===== src/rtl/irq_mask_pkg.sv =====
package irq_mask_pkg;
  localparam logic [7:0] OFS_TX_RAW  = 8'h80;
  localparam logic [7:0] OFS_TX_MSK  = 8'h84;
  localparam logic [7:0] OFS_TX_SET  = 8'h88;
  localparam logic [7:0] OFS_TX_CLR  = 8'h8C;
  localparam logic [7:0] OFS_VECTOR  = 8'h90;
  localparam logic [7:0] OFS_EOI     = 8'h94;
  localparam logic [7:0] OFS_RX_RAW  = 8'hA0;
  localparam logic [7:0] OFS_RX_MSK  = 8'hA4;
  localparam logic [7:0] OFS_RX_SET  = 8'hA8;
  localparam logic [7:0] OFS_RX_CLR  = 8'hAC;
  localparam logic [7:0] OFS_DMA_RAW = 8'hB0;
  localparam logic [7:0] OFS_DMA_MSK = 8'hB4;
  localparam logic [7:0] OFS_DMA_SET = 8'hB8;
  localparam logic [7:0] OFS_DMA_CLR = 8'hBC;

  localparam int HOST_ERR_BIT = 1;
  localparam int VEC_VALID_BIT = 31;
  localparam int VEC_GRP_LSB = 8;

  typedef enum logic [1:0] {
    GRP_TX  = 2'd0,
    GRP_RX  = 2'd1,
    GRP_DMA = 2'd2
  } irq_grp_e;
endpackage


===== src/rtl/irq_src_grp.sv =====
module irq_src_grp #(
  parameter int W = 8
) (
  input  logic         clk_i,
  input  logic         rst_ni,
  input  logic [W-1:0] src_i,
  input  logic         set_i,
  input  logic         clr_i,
  input  logic [W-1:0] bits_i,
  output logic [W-1:0] raw_o,
  output logic [W-1:0] mask_o,
  output logic [W-1:0] pend_o
);
  logic [W-1:0] raw_q, mask_q, mask_d;

  always_comb begin
    mask_d = mask_q;
    if (set_i) mask_d = mask_d | bits_i;
    if (clr_i) mask_d = mask_d & ~bits_i;
  end

  always_ff @(posedge clk_i or negedge rst_ni) begin
    if (!rst_ni) begin
      raw_q  <= '0;
      mask_q <= '0;
    end else begin
      raw_q  <= src_i;
      mask_q <= mask_d;
    end
  end

  assign raw_o  = raw_q;
  assign mask_o = mask_q;
  assign pend_o = raw_q & mask_q;
endmodule


===== src/rtl/irq_vec_enc.sv =====
module irq_vec_enc
  import irq_mask_pkg::*;
#(
  parameter int NUM_CH = 8,
  parameter int CH_W   = (NUM_CH > 1) ? $clog2(NUM_CH) : 1
) (
  input  logic [NUM_CH-1:0] tx_pend_i,
  input  logic [NUM_CH-1:0] rx_pend_i,
  input  logic              dma_pend_i,
  output logic [31:0]       vec_o
);
  logic [CH_W-1:0] tx_idx, rx_idx;

  // scan downward so the lowest pending index wins
  always_comb begin
    tx_idx = '0;
    rx_idx = '0;
    for (int i = NUM_CH - 1; i >= 0; i--) begin
      if (tx_pend_i[i]) tx_idx = CH_W'(i);
      if (rx_pend_i[i]) rx_idx = CH_W'(i);
    end
  end

  always_comb begin
    vec_o = '0;
    if (dma_pend_i) begin
      vec_o[VEC_VALID_BIT] = 1'b1;
      vec_o[VEC_GRP_LSB +: 2] = GRP_DMA;
      vec_o[CH_W-1:0] = CH_W'(HOST_ERR_BIT);
    end else if (|rx_pend_i) begin
      vec_o[VEC_VALID_BIT] = 1'b1;
      vec_o[VEC_GRP_LSB +: 2] = GRP_RX;
      vec_o[CH_W-1:0] = rx_idx;
    end else if (|tx_pend_i) begin
      vec_o[VEC_VALID_BIT] = 1'b1;
      vec_o[VEC_GRP_LSB +: 2] = GRP_TX;
      vec_o[CH_W-1:0] = tx_idx;
    end
  end
endmodule


===== src/rtl/irq_mask_ctrl.sv =====
module irq_mask_ctrl
  import irq_mask_pkg::*;
#(
  parameter int NUM_CH = 8,
  parameter int ADDR_W = 8
) (
  input  logic              clk_i,
  input  logic              rst_ni,
  input  logic              req_i,
  input  logic              we_i,
  input  logic [ADDR_W-1:0] addr_i,
  input  logic [31:0]       wdata_i,
  output logic [31:0]       rdata_o,
  input  logic [NUM_CH-1:0] tx_evt_i,
  input  logic [NUM_CH-1:0] rx_evt_i,
  input  logic              host_err_i,
  output logic              irq_o
);
  localparam int CH_W = (NUM_CH > 1) ? $clog2(NUM_CH) : 1;

  logic wr, rd;
  logic set_tx, clr_tx, set_rx, clr_rx, set_dma, clr_dma, eoi_wr;
  logic [NUM_CH-1:0] tx_raw, tx_mask, tx_pend;
  logic [NUM_CH-1:0] rx_raw, rx_mask, rx_pend;
  logic dma_raw, dma_mask, dma_pend;
  logic any_pend;
  logic irq_q;
  logic [31:0] vec;
  logic unused_wdata;

  assign wr = req_i & we_i;
  assign rd = req_i & ~we_i;

  assign set_tx  = wr && (addr_i == ADDR_W'(OFS_TX_SET));
  assign clr_tx  = wr && (addr_i == ADDR_W'(OFS_TX_CLR));
  assign set_rx  = wr && (addr_i == ADDR_W'(OFS_RX_SET));
  assign clr_rx  = wr && (addr_i == ADDR_W'(OFS_RX_CLR));
  assign set_dma = wr && (addr_i == ADDR_W'(OFS_DMA_SET));
  assign clr_dma = wr && (addr_i == ADDR_W'(OFS_DMA_CLR));
  assign eoi_wr  = wr && (addr_i == ADDR_W'(OFS_EOI));
  assign unused_wdata = ^wdata_i;

  irq_src_grp #(.W(NUM_CH)) u_tx (
    .clk_i, .rst_ni,
    .src_i(tx_evt_i), .set_i(set_tx), .clr_i(clr_tx),
    .bits_i(wdata_i[NUM_CH-1:0]),
    .raw_o(tx_raw), .mask_o(tx_mask), .pend_o(tx_pend)
  );

  irq_src_grp #(.W(NUM_CH)) u_rx (
    .clk_i, .rst_ni,
    .src_i(rx_evt_i), .set_i(set_rx), .clr_i(clr_rx),
    .bits_i(wdata_i[NUM_CH-1:0]),
    .raw_o(rx_raw), .mask_o(rx_mask), .pend_o(rx_pend)
  );

  irq_src_grp #(.W(1)) u_dma (
    .clk_i, .rst_ni,
    .src_i(host_err_i), .set_i(set_dma), .clr_i(clr_dma),
    .bits_i(wdata_i[HOST_ERR_BIT]),
    .raw_o(dma_raw), .mask_o(dma_mask), .pend_o(dma_pend)
  );

  irq_vec_enc #(.NUM_CH(NUM_CH), .CH_W(CH_W)) u_enc (
    .tx_pend_i(tx_pend), .rx_pend_i(rx_pend), .dma_pend_i(dma_pend),
    .vec_o(vec)
  );

  assign any_pend = (|tx_pend) | (|rx_pend) | dma_pend;

  // end-of-interrupt punches a one-cycle hole so a fresh edge follows
  always_ff @(posedge clk_i or negedge rst_ni) begin
    if (!rst_ni) irq_q <= 1'b0;
    else         irq_q <= any_pend & ~eoi_wr;
  end
  assign irq_o = irq_q;

  always_comb begin
    rdata_o = '0;
    if (rd) begin
      case (addr_i)
        ADDR_W'(OFS_TX_RAW):  rdata_o = 32'(tx_raw);
        ADDR_W'(OFS_TX_MSK):  rdata_o = 32'(tx_pend);
        ADDR_W'(OFS_TX_SET),
        ADDR_W'(OFS_TX_CLR):  rdata_o = 32'(tx_mask);
        ADDR_W'(OFS_RX_RAW):  rdata_o = 32'(rx_raw);
        ADDR_W'(OFS_RX_MSK):  rdata_o = 32'(rx_pend);
        ADDR_W'(OFS_RX_SET),
        ADDR_W'(OFS_RX_CLR):  rdata_o = 32'(rx_mask);
        ADDR_W'(OFS_DMA_RAW): rdata_o[HOST_ERR_BIT] = dma_raw;
        ADDR_W'(OFS_DMA_MSK): rdata_o[HOST_ERR_BIT] = dma_pend;
        ADDR_W'(OFS_DMA_SET),
        ADDR_W'(OFS_DMA_CLR): rdata_o[HOST_ERR_BIT] = dma_mask;
        ADDR_W'(OFS_VECTOR):  rdata_o = vec;
        default:              rdata_o = '0;
      endcase
    end
  end
endmodule


===== config.mk =====
export PLATFORM = sky130hd
export DESIGN_NAME = irq_mask_ctrl
export DESIGN_NICKNAME = d
export VERILOG_FILES = /design/src/rtl/irq_mask_pkg.sv /design/src/rtl/irq_src_grp.sv /design/src/rtl/irq_vec_enc.sv /design/src/rtl/irq_mask_ctrl.sv
export SDC_FILE = /design/constraint.sdc
export NUM_CORES = 1
export LEC_CHECK = 0
export BUFFER_PORTS_ARGS = -buffer_cell sky130_fd_sc_hd__buf_4
export CAP_MARGIN = 5
export CORE_MARGIN = 5
export CORE_UTILIZATION = 45
export CTS_BUF_LIST = sky130_fd_sc_hd__clkbuf_8 sky130_fd_sc_hd__clkbuf_16
export DETAILED_ROUTE_END_ITERATION = 8
export PLACE_DENSITY = 0.76
export SYNTH_ARGS = -nofsm -noshare
export SYNTH_HDL_FRONTEND = slang
export SYNTH_HIERARCHICAL = 1
export SYNTH_SLANG_ARGS = --single-unit

===== constraint.sdc =====
create_clock -name clk_i -period 2.6 [get_ports clk_i]
set_clock_uncertainty 0.2 [all_clocks]
set_input_delay 0.52 -clock clk_i [delete_from_list [all_inputs] [get_ports clk_i]]
set_output_delay 0.52 -clock clk_i [all_outputs]
set_load 0.005 [all_outputs]

# After elaboration in Yosys (flattened, before gate mapping)
# Cells that the tools add are included.
classes:
  n_eq_ne: 14
  n_mux: 34
  bitwise_logic: 18
  n_reduce_logical: 12
ops:
  columns: ["op", "count"]
  rows:
  - ["$pmux 30 s7", 1]
  - ["$eq 8x8->1 const B", 14]
  - ["$mux 3", 19]
  - ["$and 8x8->8", 4]
  - ["$mux 32", 1]
  - ["$mux 8", 4]
  - ["$or 8x8->8", 2]
  - ["$reduce_or 8->1", 2]
  - ["$pmux 1 s10", 1]
  - ["$not 8->8", 1]
  - ["$logic_and 1x1->1", 7]
  - ["$pmux 1 s7", 1]
  - ["$mux 1", 6]
  - ["$reduce_or 2->1", 3]
  - ["$and 1x1->1", 5]
  - ["$not 1->1", 3]
  - ["$or 1x1->1", 3]
  - ["$mux 2", 1]
word_totals:
  regBits: 35
  out_inout_bits: 33
  wordCells: 85

# Longest topological paths before layout
# Gate-level depths: netlist of the first run.
logic_depth:
  depth_word: 14
  depth_mapped: 8
  mapped_depth_nobuf: 8

# Modules after synthesis
# The synthesis of the first run kept the hierarchy.
by_module_without_submodules:
  columns: ["module", "n_inst", "cells_per_inst", "area_per_inst_um2", "seq_area_each_um2"]
  rows:
  - ["irq_src_grp (u_rx ...)", 2, 42, 606.8, 400.4]
  - ["irq_mask_ctrl", 1, 119, 892.1, 25.0]
  - ["irq_vec_enc", 1, 61, 399.1, 0.0]
  - ["irq_src_grp (u_dma)", 1, 5, 66.3, 50.0]

# Least setup slack after synthesis of the first run
# OpenSTA, ideal clock, no wires.
synth_timing:
  path_kind: "register to output"
  start: "register u_tx.mask_q[3] (netlist: u_tx/mask_o[3])"
  end: "output port rdata_o[0]"
  arrival_time_ps: 1643
  required_time_ps: 1880
  slack_ps: 237
  stages_incl_launch_ff: 8
  cell_sequence: "dfrtp_1 > and2_1 > nor4_4 > nand3_1 > nor3b_1 > a211o_1 > a22oi_1 > o32ai_1"
synth_via:
  elab_chain_len: 10
synth_rtl:
  columns: ["element", "line_no", "rtl"]
  rows:
  - ["start: declaration", "irq_src_grp.sv:14", "logic [W-1:0] raw_q, mask_q, mask_d;"]
  - ["start signal: assignment", "irq_src_grp.sv:28", "mask_q <= mask_d;"]
  - ["$and 8x8->8 *", "irq_src_grp.sv:34", "assign pend_o = raw_q & mask_q;"]
  - ["via tx_pend[3]", "irq_mask_ctrl.sv:23", "logic [NUM_CH-1:0] tx_raw, tx_mask, tx_pend;"]
  - ["$mux 3 (4 in a row)", "irq_vec_enc.sv:19", "if (tx_pend_i[i]) tx_idx = CH_W'(i);"]
  - ["$mux 3 *", "irq_vec_enc.sv:34", "end else if (|tx_pend_i) begin"]
  - ["$mux 3 *", "irq_vec_enc.sv:30", "end else if (|rx_pend_i) begin"]
  - ["$mux 3 *", "irq_vec_enc.sv:26", "if (dma_pend_i) begin"]
  - ["via vec[0]", "irq_mask_ctrl.sv:28", "logic [31:0] vec;"]
  - ["$pmux 1 s7 *", "irq_mask_ctrl.sv:81", "case (addr_i)"]
  - ["$mux 32 *", "irq_mask_ctrl.sv:80", "if (rd) begin"]
  - ["end: declaration", "irq_mask_ctrl.sv:13", "output logic [31:0] rdata_o,"]
# Mark *: on every way through the listed nets, which the timed path passes. The rest lies on a longest branch.

# Worst setup path after layout of the first run
layout_timing:
  start: "register u_tx.raw_q[2] (netlist: u_tx/raw_o[2])"
  end: "output port rdata_o[0]"
layout_via:
  elab_chain_len: 9
layout_rtl:
  columns: ["element", "line_no", "rtl"]
  rows:
  - ["start: declaration", "irq_src_grp.sv:14", null]
  - ["start signal: assignment", "irq_src_grp.sv:27", "raw_q <= src_i;"]
  - ["$and 8x8->8 *", "irq_src_grp.sv:34", null]
  - ["via tx_pend[2]", "irq_mask_ctrl.sv:23", null]
  - ["$mux 3 (3 in a row)", "irq_vec_enc.sv:19", null]
  - ["$mux 3 *", "irq_vec_enc.sv:34", null]
  - ["$mux 3 *", "irq_vec_enc.sv:30", null]
  - ["$mux 3 *", "irq_vec_enc.sv:26", null]
  - ["via vec[0]", "irq_mask_ctrl.sv:28", null]
  - ["$pmux 1 s7 *", "irq_mask_ctrl.sv:81", null]
  - ["$mux 32 *", "irq_mask_ctrl.sv:80", null]
# Marks and branches as above.

==> results of run 1 <==
[registers in the layout, summed over array words and instances (netlist names), named ones only]
signal and cells:
irq_o 1, u_tx/raw_o 8, u_rx/mask_o 8, u_dma/raw_o 1, u_tx/mask_o 8, u_rx/raw_o 8
[per-stage QoR]
stage                     TNS, ns  hold WS [ns]  worst slack [ns]  cell area [sq um]  cells
after floorplan                 0        0.0244             0.237               2670    294
after global placement     -0.145         0.287           -0.0837               3140    414
after detailed placement   -0.163         0.293           -0.0853               3140    414
after CTS                  -0.811         0.128            -0.245               3400    428
after global routing        -1.33         0.113            -0.363               3470    435
final                      -0.933         0.135            -0.272               3470    435
[cells in the final DEF, fill, tap and decap left out, drive strengths merged, types with 5 or more instances in the layout]
cell    count
a221o       7
and2       41
conb       26
a22oi       7
a221oi      7
clkbuf      5
nor2       12
nor4       11
o32ai       7
dfrtp      35
nand3       5
nor3        5
a21oi      47
buf       103
[per-layer routing]
metal | routed length [um] | share of wire [%] | vias up | global-route usage (%)
met5 | 0 | 0 | - | 0
met4 | 70 | 0.96 | 0 | 4.75
met3 | 538 | 7.4 | 11 | 3.94
met2 | 3640 | 50 | 125 | 36.1
met1 | 3050 | 42 | 1146 | 24.9
li1 | - | - | 1126 | -
[area by class of cell]
cell class	count	area (sq um)	area share, %
multi-input cells	212	1540	44.3
flip-flops and latches	35	876	25.2
repair buffers	104	816	23.5
well taps	72	90.1	2.60
clock buffers	5	68.8	1.98
clock inverters	3	67.6	1.95
inverters	4	15.0	0.433
[power by group]
| group | leakage, nW | total [W] | internal [W] | switching (W) |
|---|---|---|---|---|
| clock | 0.0644 | 0.000583 | 0.000382 | 0.000200 |
| sequential | 0.447 | 0.000582 | 0.000568 | 0.0000142 |
| combinational | 1.09 | 0.000250 | 0.000123 | 0.000127 |
| total | 1.61 | 0.00141 | 0.00107 | 0.000342 |
[cells in the mapped netlist, types with 2 or more instances]
cell type	instances	area share (%)
sky130_fd_sc_hd__a21oi_1	15	2.9
sky130_fd_sc_hd__nor3_1	5	0.97
sky130_fd_sc_hd__o32ai_1	7	2.4
sky130_fd_sc_hd__nor2_1	12	1.8
sky130_fd_sc_hd__nor3b_1	3	0.88
sky130_fd_sc_hd__nor2b_1	4	0.97
sky130_fd_sc_hd__nor4_1	6	1.5
sky130_fd_sc_hd__nor4_4	2	1.7
sky130_fd_sc_hd__o21ai_0	4	0.78
sky130_fd_sc_hd__buf_2	7	1.4
sky130_fd_sc_hd__buf_6	6	2.6
sky130_fd_sc_hd__buf_4	28	8.2
sky130_fd_sc_hd__a221o_1	7	2.7
sky130_fd_sc_hd__a22oi_1	7	2.0
sky130_fd_sc_hd__and2_1	41	10
sky130_fd_sc_hd__a221oi_1	7	2.4
sky130_fd_sc_hd__inv_1	4	0.58
sky130_fd_sc_hd__nand2_1	4	0.58
sky130_fd_sc_hd__or3_1	2	0.49
sky130_fd_sc_hd__o31ai_1	2	0.58
sky130_fd_sc_hd__nor4_2	3	1.5
sky130_fd_sc_hd__a31oi_1	3	0.73
sky130_fd_sc_hd__clkbuf_1	2	0.29
sky130_fd_sc_hd__a21oi_2	32	11
sky130_fd_sc_hd__nand3_1	5	0.97
sky130_fd_sc_hd__mux2i_1	3	1.2
sky130_fd_sc_hd__dfrtp_1	35	34
[kinds of logic after synthesis]
family	after synthesis	share of synthesized area [%]
and+or+nand+nor	96	25.1
buffers and inverters	47	13.0
muxes	3	1.17
AOI/OAI and AO/OA	87	26.5
DFF	35	34.1
other	1	0.146
[path summary, 6_finish.rpt]
kind | slack, ns | depth (start not counted) | end
worst max register to register | 0.70 | 6 | irq_o
worst max-delay path | -0.27 | 8 | rdata_o[0]
max in group asynchronous | 1.36 | 2 | u_rx/raw_o[0]
worst min-delay path | 0.13 | 1 | u_rx/raw_o[1]
worst min register to register | 0.38 | 2 | u_rx/mask_o[2]
min in group asynchronous | 0.52 | 2 | u_rx/raw_o[7]
[critical path: stages, from the launching register on]
cell and delay, ns:
sky130_fd_sc_hd__dfrtp_1 0.38, sky130_fd_sc_hd__and2_4 0.17, sky130_fd_sc_hd__nor4_4 0.31, sky130_fd_sc_hd__nand3_1 0.12
sky130_fd_sc_hd__nor3b_2 0.18, sky130_fd_sc_hd__a211o_1 0.27, sky130_fd_sc_hd__a22oi_1 0.18, sky130_fd_sc_hd__o32ai_1 0.10
sky130_fd_sc_hd__buf_4 0.15
[what timing repair did]
action                                  CTS  global route
buffers inserted                          5             7
endpoints found under the setup margin    9             8
resized for setup                        15             8
hold buffers                              1             0
pin swaps                                14            11
gates cloned                              0             0
hold endpoints to repair                 35             0
==> metrics.log, run 1 <==
INFO  metric holdCritPathClass = primary input to flip-flop
INFO  metric achievable_clock_frequency = 348 MHz
INFO  metric r2r-start = u_rx/raw_o[2]
INFO  metric syn-instance-count = 269
INFO  metric die_wd = 85.6 um
INFO  metric die_ar = 7330 sq um
INFO  metric areaGrowthSynthToFinish = 34.9%
INFO  metric critPathKind = flip-flop to output port
INFO  metric finalSetupViolations = 5
INFO  metric grt_antenna_before_repair = 0
INFO  metric seq_area_frac_synth = 34.1%
INFO  metric timing.critical_path.fanout_max = 2
INFO  metric remaining_drc_errors = 0
INFO  metric numPortBuffers = 48
INFO  metric grt_overflow_total = 0
INFO  metric startpoint_of_the_most_critical_setup_path = u_tx/raw_o[2]
INFO  metric fp.dieH = 85.6 um
INFO  metric numCtsBuffers = 5
INFO  metric p_per_area = 408 nW/um^2
INFO  metric track_usage = 20.2%
INFO  metric drt_iter0_markers = 201
INFO  metric final.setup.worst_slack = -0.272 ns
INFO  metric synthFlopType = sky130_fd_sc_hd__dfrtp_1
INFO  metric place.gp.congestion = 0.932
INFO  metric grt_first_pass_wirelength = 11900 um
INFO  metric p_leak = 1.61 nW
INFO  metric vias_per_cell = 5.54
INFO  metric clk_pin_slew = 0.08 ns
INFO  metric post_synthesis_area_per_instance = 9.56 sq um
INFO  metric setup.worst_path.end_class = output port
INFO  metric fin_nets = 423
INFO  metric cap_viol_max_count = 0
INFO  metric finish.utilization = 62.6%
INFO  metric run_status = finished with violations
INFO  metric synthesized_cell_area = 2570 sq um
INFO  metric synth_warnings = 6
INFO  metric detail_route.first_pass.iterations = 5
INFO  metric clock_tree_from_tritoncts = yes
INFO  metric cts_sinks = 35
INFO  metric cts_max_level = 2
INFO  metric grt_setup_unrepaired = yes
INFO  metric avgRoutedWirePerCell = 16.8 um
INFO  metric ys_ff_latch = 35
INFO  metric irDropWorstVdd = 0.000415 V
INFO  metric detail_route.wirelength = 7300 um
INFO  metric final-max-slew-violation-count = 0
INFO  metric num_vias = 2408
INFO  metric post-route-min-period = 2.87 ns
INFO  metric ys_async_sr_fraction = 100%
INFO  metric core_area = 5540 sq um
INFO  metric worst-endpoint-required = 1.88 ns
INFO  metric finalHoldViolCount = 0
INFO  metric grt_max_degree = 36
INFO  metric final_antenna_net_count = 0
INFO  metric grt_pass1_vias = 2363
INFO  metric power = 0.00141 W
INFO  metric final.fill_count = 450
INFO  metric synth_cell_type_count = 40
INFO  metric antennaDiodeCount = 0
INFO  metric worst_hold_startpoint = rx_evt_i[1]
INFO  metric hpwl = 5280 um
INFO  metric data_arrival_time_of_the_critical_path = 2.15 ns
INFO  metric row_count = 27
INFO  metric boundaryPins = 94
INFO  metric initial_standard_cell_utilization_of_the_core = 46.4%
INFO  metric clk_path_buf_depth = 2
INFO  metric synth-edff-count = 0
INFO  metric cp-start-kind = flip-flop
INFO  metric period_share = 110%
INFO  metric failing_checks = negative setup slack
INFO  metric cts_root_buffer = sky130_fd_sc_hd__clkbuf_8
INFO  metric layout-drive-gt1-share = 46.6%
INFO  metric clock_latency_on_the_worst_skew_pair = 0.29 ns
Note: power is estimated with default switching activity, not from simulation.
==> run 2, diff against run 1 <==
--- a/config.mk
+++ b/config.mk
@@ -5,13 +5,14 @@
 export SDC_FILE = /design/constraint.sdc
 export NUM_CORES = 1
 export LEC_CHECK = 0
+export ABC_AREA = 1
 export BUFFER_PORTS_ARGS = -buffer_cell sky130_fd_sc_hd__buf_4
 export CAP_MARGIN = 5
 export CORE_MARGIN = 5
 export CORE_UTILIZATION = 45
 export CTS_BUF_LIST = sky130_fd_sc_hd__clkbuf_8 sky130_fd_sc_hd__clkbuf_16
 export DETAILED_ROUTE_END_ITERATION = 8
-export PLACE_DENSITY = 0.76
+export PLACE_DENSITY = 0.74
 export SYNTH_ARGS = -nofsm -noshare
 export SYNTH_HDL_FRONTEND = slang
 export SYNTH_HIERARCHICAL = 1
==> run 2 against run 1 <==
Effect of this change:
- clock power shrank 13%
- count of clock-buffer cells in the layout grew 1
- cell area grew 4.1%
- via count grew 22%
- the run still ends with negative setup slack left
- cell count grew 49%
- power shrank 7.5%
- global-route usage shrank 2.7 points
- highest routed layer unchanged
- critical path type unchanged
- critical endpoint unchanged
- routed wire length grew 0.41%
==> metrics.log, run 2 <==
INFO  metric run_status = finished with violations
INFO  metric failing_checks = negative setup slack
INFO  metric numPortBuffers = 48 (unchanged)
INFO  metric cts_sinks = 35 (unchanged)
INFO  metric final_cell_mix = 194 x sky130_fd_sc_hd__nand2_1, 72 x sky130_fd_sc_hd__buf_4, 65 x sky130_fd_sc_hd__inv_1
INFO  metric boundaryPins = 94 (unchanged)
INFO  metric fp.dieH = 91.3 um (+6.7%)
INFO  metric num_vias = 2941 (+22%)
INFO  metric final.fill_count = 625 (+39%)
INFO  metric synth_warnings = 6 (unchanged)
INFO  metric cap_viol_max_count = 0 (unchanged)
INFO  metric place.gp.congestion = 0.862 (-7.5%)
INFO  metric synth-edff-count = 0 (unchanged)
INFO  metric capturing_point_of_the_worst_reg2reg_path = irq_o
INFO  metric grt_first_pass_wirelength = 12200 um (+2.3%)
INFO  metric areaGrowthSynthToFinish = 21.5%
INFO  metric numCtsBuffers = 5 (unchanged)
INFO  metric irDropWorstVdd = 0.000537 V (+29%)
INFO  metric worst_hold_startpoint = rx_evt_i[6]
INFO  metric ys_async_sr_fraction = 100% (unchanged)
INFO  metric grt_antenna_before_repair = 0 (unchanged)
INFO  metric startpoint_of_the_most_critical_setup_path = u_rx/raw_o[3]
INFO  metric cp-start-kind = flip-flop
INFO  metric row_count = 29 (+7.4%)
INFO  metric post_synthesis_area_per_instance = 5.95 sq um (-38%)
INFO  metric core_area = 6390 sq um (+15%)
INFO  metric final.setup.worst_slack = -0.0269 ns (+0.245 ns)
INFO  metric clock_tree_from_tritoncts = yes
INFO  metric timing.critical_path.fanout_max = 5 (+3)
INFO  metric grt_setup_unrepaired = yes
INFO  metric placed_cells_incl_taps = 619 (+50%)
INFO  metric seq_area_frac_synth = 29.4% (-4.6 points)
INFO  metric p_per_area = 362 nW/um^2 (-11%)
INFO  metric finalSetupViolations = 1 (-4)
INFO  metric remaining_drc_errors = 0 (unchanged)
INFO  metric track_usage = 17.4% (-2.7 points)
INFO  metric detail_route.first_pass.iterations = 5 (unchanged)
INFO  metric area.sequential = 876 sq um (unchanged)
INFO  metric grt_overflow_total = 0 (unchanged)
INFO  metric clock_latency_on_the_worst_skew_pair = 0.29 ns (about the same)
INFO  metric initial_standard_cell_utilization_of_the_core = 46.6% (+0.16 points)
INFO  metric layout-drive-gt1-share = 25.6% (-21 points)
INFO  metric clk_pin_slew = 0.08 ns (about the same)
INFO  metric setup.worst_path.end_class = output port
INFO  metric synth.area.top_cells = sky130_fd_sc_hd__dfrtp_1 29%, sky130_fd_sc_hd__nand2_1 25%, sky130_fd_sc_hd__inv_1 11%
INFO  metric synth_area_leader_cell = sky130_fd_sc_hd__dfrtp_1
INFO  metric grt_pass1_vias = 2669 (+13%)
INFO  metric period_share = 101% (-9.4 points)
INFO  metric area_of_combinational_cells_with_multiple_inputs = 1600 sq um (+4.0%)
INFO  metric synth_top_cell_area_share = 29.4% (-4.6 points)
INFO  metric syn-instance-count = 500 (+86%)
INFO  metric instance_count_along_the_most_critical_hold_path = 1 (unchanged)
INFO  metric max_slew_margin = 59.5%
INFO  metric synth.cells.most_frequent = 199 x sky130_fd_sc_hd__nand2_1, 87 x sky130_fd_sc_hd__inv_1, 62 x sky130_fd_sc_hd__nor2_1
INFO  metric critPathKind = flip-flop to output port
INFO  metric mostFrequentLayoutCell = sky130_fd_sc_hd__nand2_1
INFO  metric achievable_clock_frequency = 381 MHz (+9.3%)
INFO  metric synthFlopType = sky130_fd_sc_hd__dfrtp_1
INFO  metric synthesized_cell_area = 2970 sq um (+16%)
INFO  metric synth_cell_type_count = 28 (-30%)
INFO  metric finalSetupTns = -0.0269 ns (+0.906 ns)
INFO  metric post_layout_nonfiller_instances = 648 (+49%)
INFO  metric holdCritPathClass = primary input to flip-flop
INFO  metric cts_max_level = 2 (unchanged)
INFO  metric cts_root_buffer = sky130_fd_sc_hd__clkbuf_8
INFO  metric data_arrival_time_of_the_critical_path = 1.91 ns (-0.24 ns)
INFO  metric final_antenna_net_count = 0 (unchanged)
INFO  metric grt_max_degree = 36 (unchanged)
INFO  metric avgRoutedWirePerCell = 11.3 um (-33%)
INFO  metric worstMarginPinSlew = 0.606 ns
INFO  metric hpwl = 5590 um (+5.9%)
INFO  metric detail_route.wirelength = 7330 um (+0.41%)
INFO  metric worstRegToRegCells = 6 (unchanged)
INFO  metric drt_iter0_markers = 201 (unchanged)
INFO  metric worst-endpoint-required = 1.88 ns (about the same)
INFO  metric ys_ff_latch = 35 (unchanged)
INFO  metric r2r-start = u_rx/mask_o[2]
INFO  metric vias_per_cell = 4.54 (-18%)
INFO  metric fin_nets = 631 (+49%)
INFO  metric die_wd = 91.3 um (+6.7%)
INFO  metric post-route-min-period = 2.63 ns (-0.245 ns)
INFO  metric power = 0.00131 W (-7.5%)
INFO  metric final-max-slew-violation-count = 0 (unchanged)
INFO  metric clk_path_buf_depth = 2 (unchanged)
INFO  metric yosysMostFrequentCell = sky130_fd_sc_hd__nand2_1
INFO  metric finalHoldViolCount = 0 (unchanged)
INFO  metric antennaDiodeCount = 0 (unchanged)
INFO  metric setup.reg_to_reg.worst_slack = 1.04 ns (+0.34 ns)
INFO  metric die_ar = 8330 sq um (+14%)
INFO  metric holdPathEnd = u_rx/raw_o[6]
INFO  metric p_leak = 2.11 nW (+31%)
[run 2: cell count changes in the layout (fill, tap and decap cells not counted), sizes merged, moves of 7 or more]
| cell | previous run | this run |
|---|---|---|
| a21oi | 47 | 8 |
| buf | 103 | 72 |
| nand3 | 5 | 28 |
| a221oi | 7 | 0 |
| nand2 | 4 | 208 |
| and2 | 41 | 0 |
| a22oi | 7 | 0 |
| nor4 | 11 | 3 |
| a221o | 7 | 0 |
| nor2 | 12 | 75 |
| inv | 4 | 96 |
| o32ai | 7 | 0 |
[run 2: worst max path at each step]
| stage | to | cells after the start |
|---|---|---|
| after floorplan | rdata_o[0] | 13 |
| after global placement | rdata_o[4] | 11 |
| after detailed placement | rdata_o[4] | 11 |
| after CTS | rdata_o[0] | 14 |
| after global routing | rdata_o[0] | 14 |
| final | rdata_o[0] | 14 |
[run 2: worst max-delay path, stage by stage (launching register included)]
cell and delay [ns]:
sky130_fd_sc_hd__dfrtp_1 0.40, sky130_fd_sc_hd__nand2_1 0.09, sky130_fd_sc_hd__inv_2 0.06, sky130_fd_sc_hd__nor2_4 0.09, sky130_fd_sc_hd__nand2_2 0.08, sky130_fd_sc_hd__nor2_4 0.16
sky130_fd_sc_hd__nand2_2 0.05, sky130_fd_sc_hd__nor2_1 0.10, sky130_fd_sc_hd__nand2_1 0.07, sky130_fd_sc_hd__nand3_2 0.06, sky130_fd_sc_hd__nand2_2 0.06, sky130_fd_sc_hd__nand2_2 0.07
sky130_fd_sc_hd__nor2_2 0.04, sky130_fd_sc_hd__a21oi_2 0.16, sky130_fd_sc_hd__buf_4 0.13
[run 2: kinds of logic after synthesis]
family,after synthesis,synth area share (%)
other,1,0.126
buffers and inverters,132,21.1
and+or+nand+nor,321,47.4
AOI/OAI and AO/OA,11,1.94
DFF,35,29.4
[run 2: where the power goes]
group          internal, W  total, W  switching [W]
combinational    0.0000886  0.000221       0.000132
clock             0.000310  0.000507       0.000196
sequential        0.000565  0.000580      0.0000153
total             0.000964   0.00131       0.000344
[run 2: area by class of cell]
type                            instances  share of cell area [%]
Clock buffer                            6                    2.29
Multi-Input combinational cell        358                    44.2
Timing Repair Buffer                   73                    15.2
Clock inverter                          2                   0.970
Sequential cell                        35                    24.2
Inverter                               97                    10.4
Tap cell                               77                    2.67
[run 2: repair_timing]
| item | CTS | global route |
|---|---|---|
| hold endpoints to repair | 27 | 0 |
| setup buffers | 10 | 10 |
| pin swaps | 10 | 13 |
| endpoints found under the setup margin | 2 | 3 |
| cloned | 0 | 0 |
| hold buffers | 1 | 0 |
| gates resized for setup | 11 | 23 |
[run 2: stage by stage]
stage          hold slack [ns]  cell area [sq um]  utilization, %  worst slack [ns]
4_1_cts                  0.125               3520            55.1            0.0130
3_3_place_gp             0.299               3300            51.7             0.194
3_5_place_dp             0.300               3300            51.7             0.179
5_1_grt                  0.119               3610            56.6            -0.133
6_report                 0.130               3610            56.6           -0.0269
2_1_floorplan           0.0244               3070               -             0.524
[run 2: per-layer routing]
metal | vias to the layer above | wire (um) | global-route usage (%)
li1 | 1542 | - | -
met1 | 1275 | 3310 | 23.7
met2 | 120 | 3400 | 28.1
met3 | 4 | 576 | 3.47
met4 | 0 | 44 | 5.01
met5 | - | 0 | 0
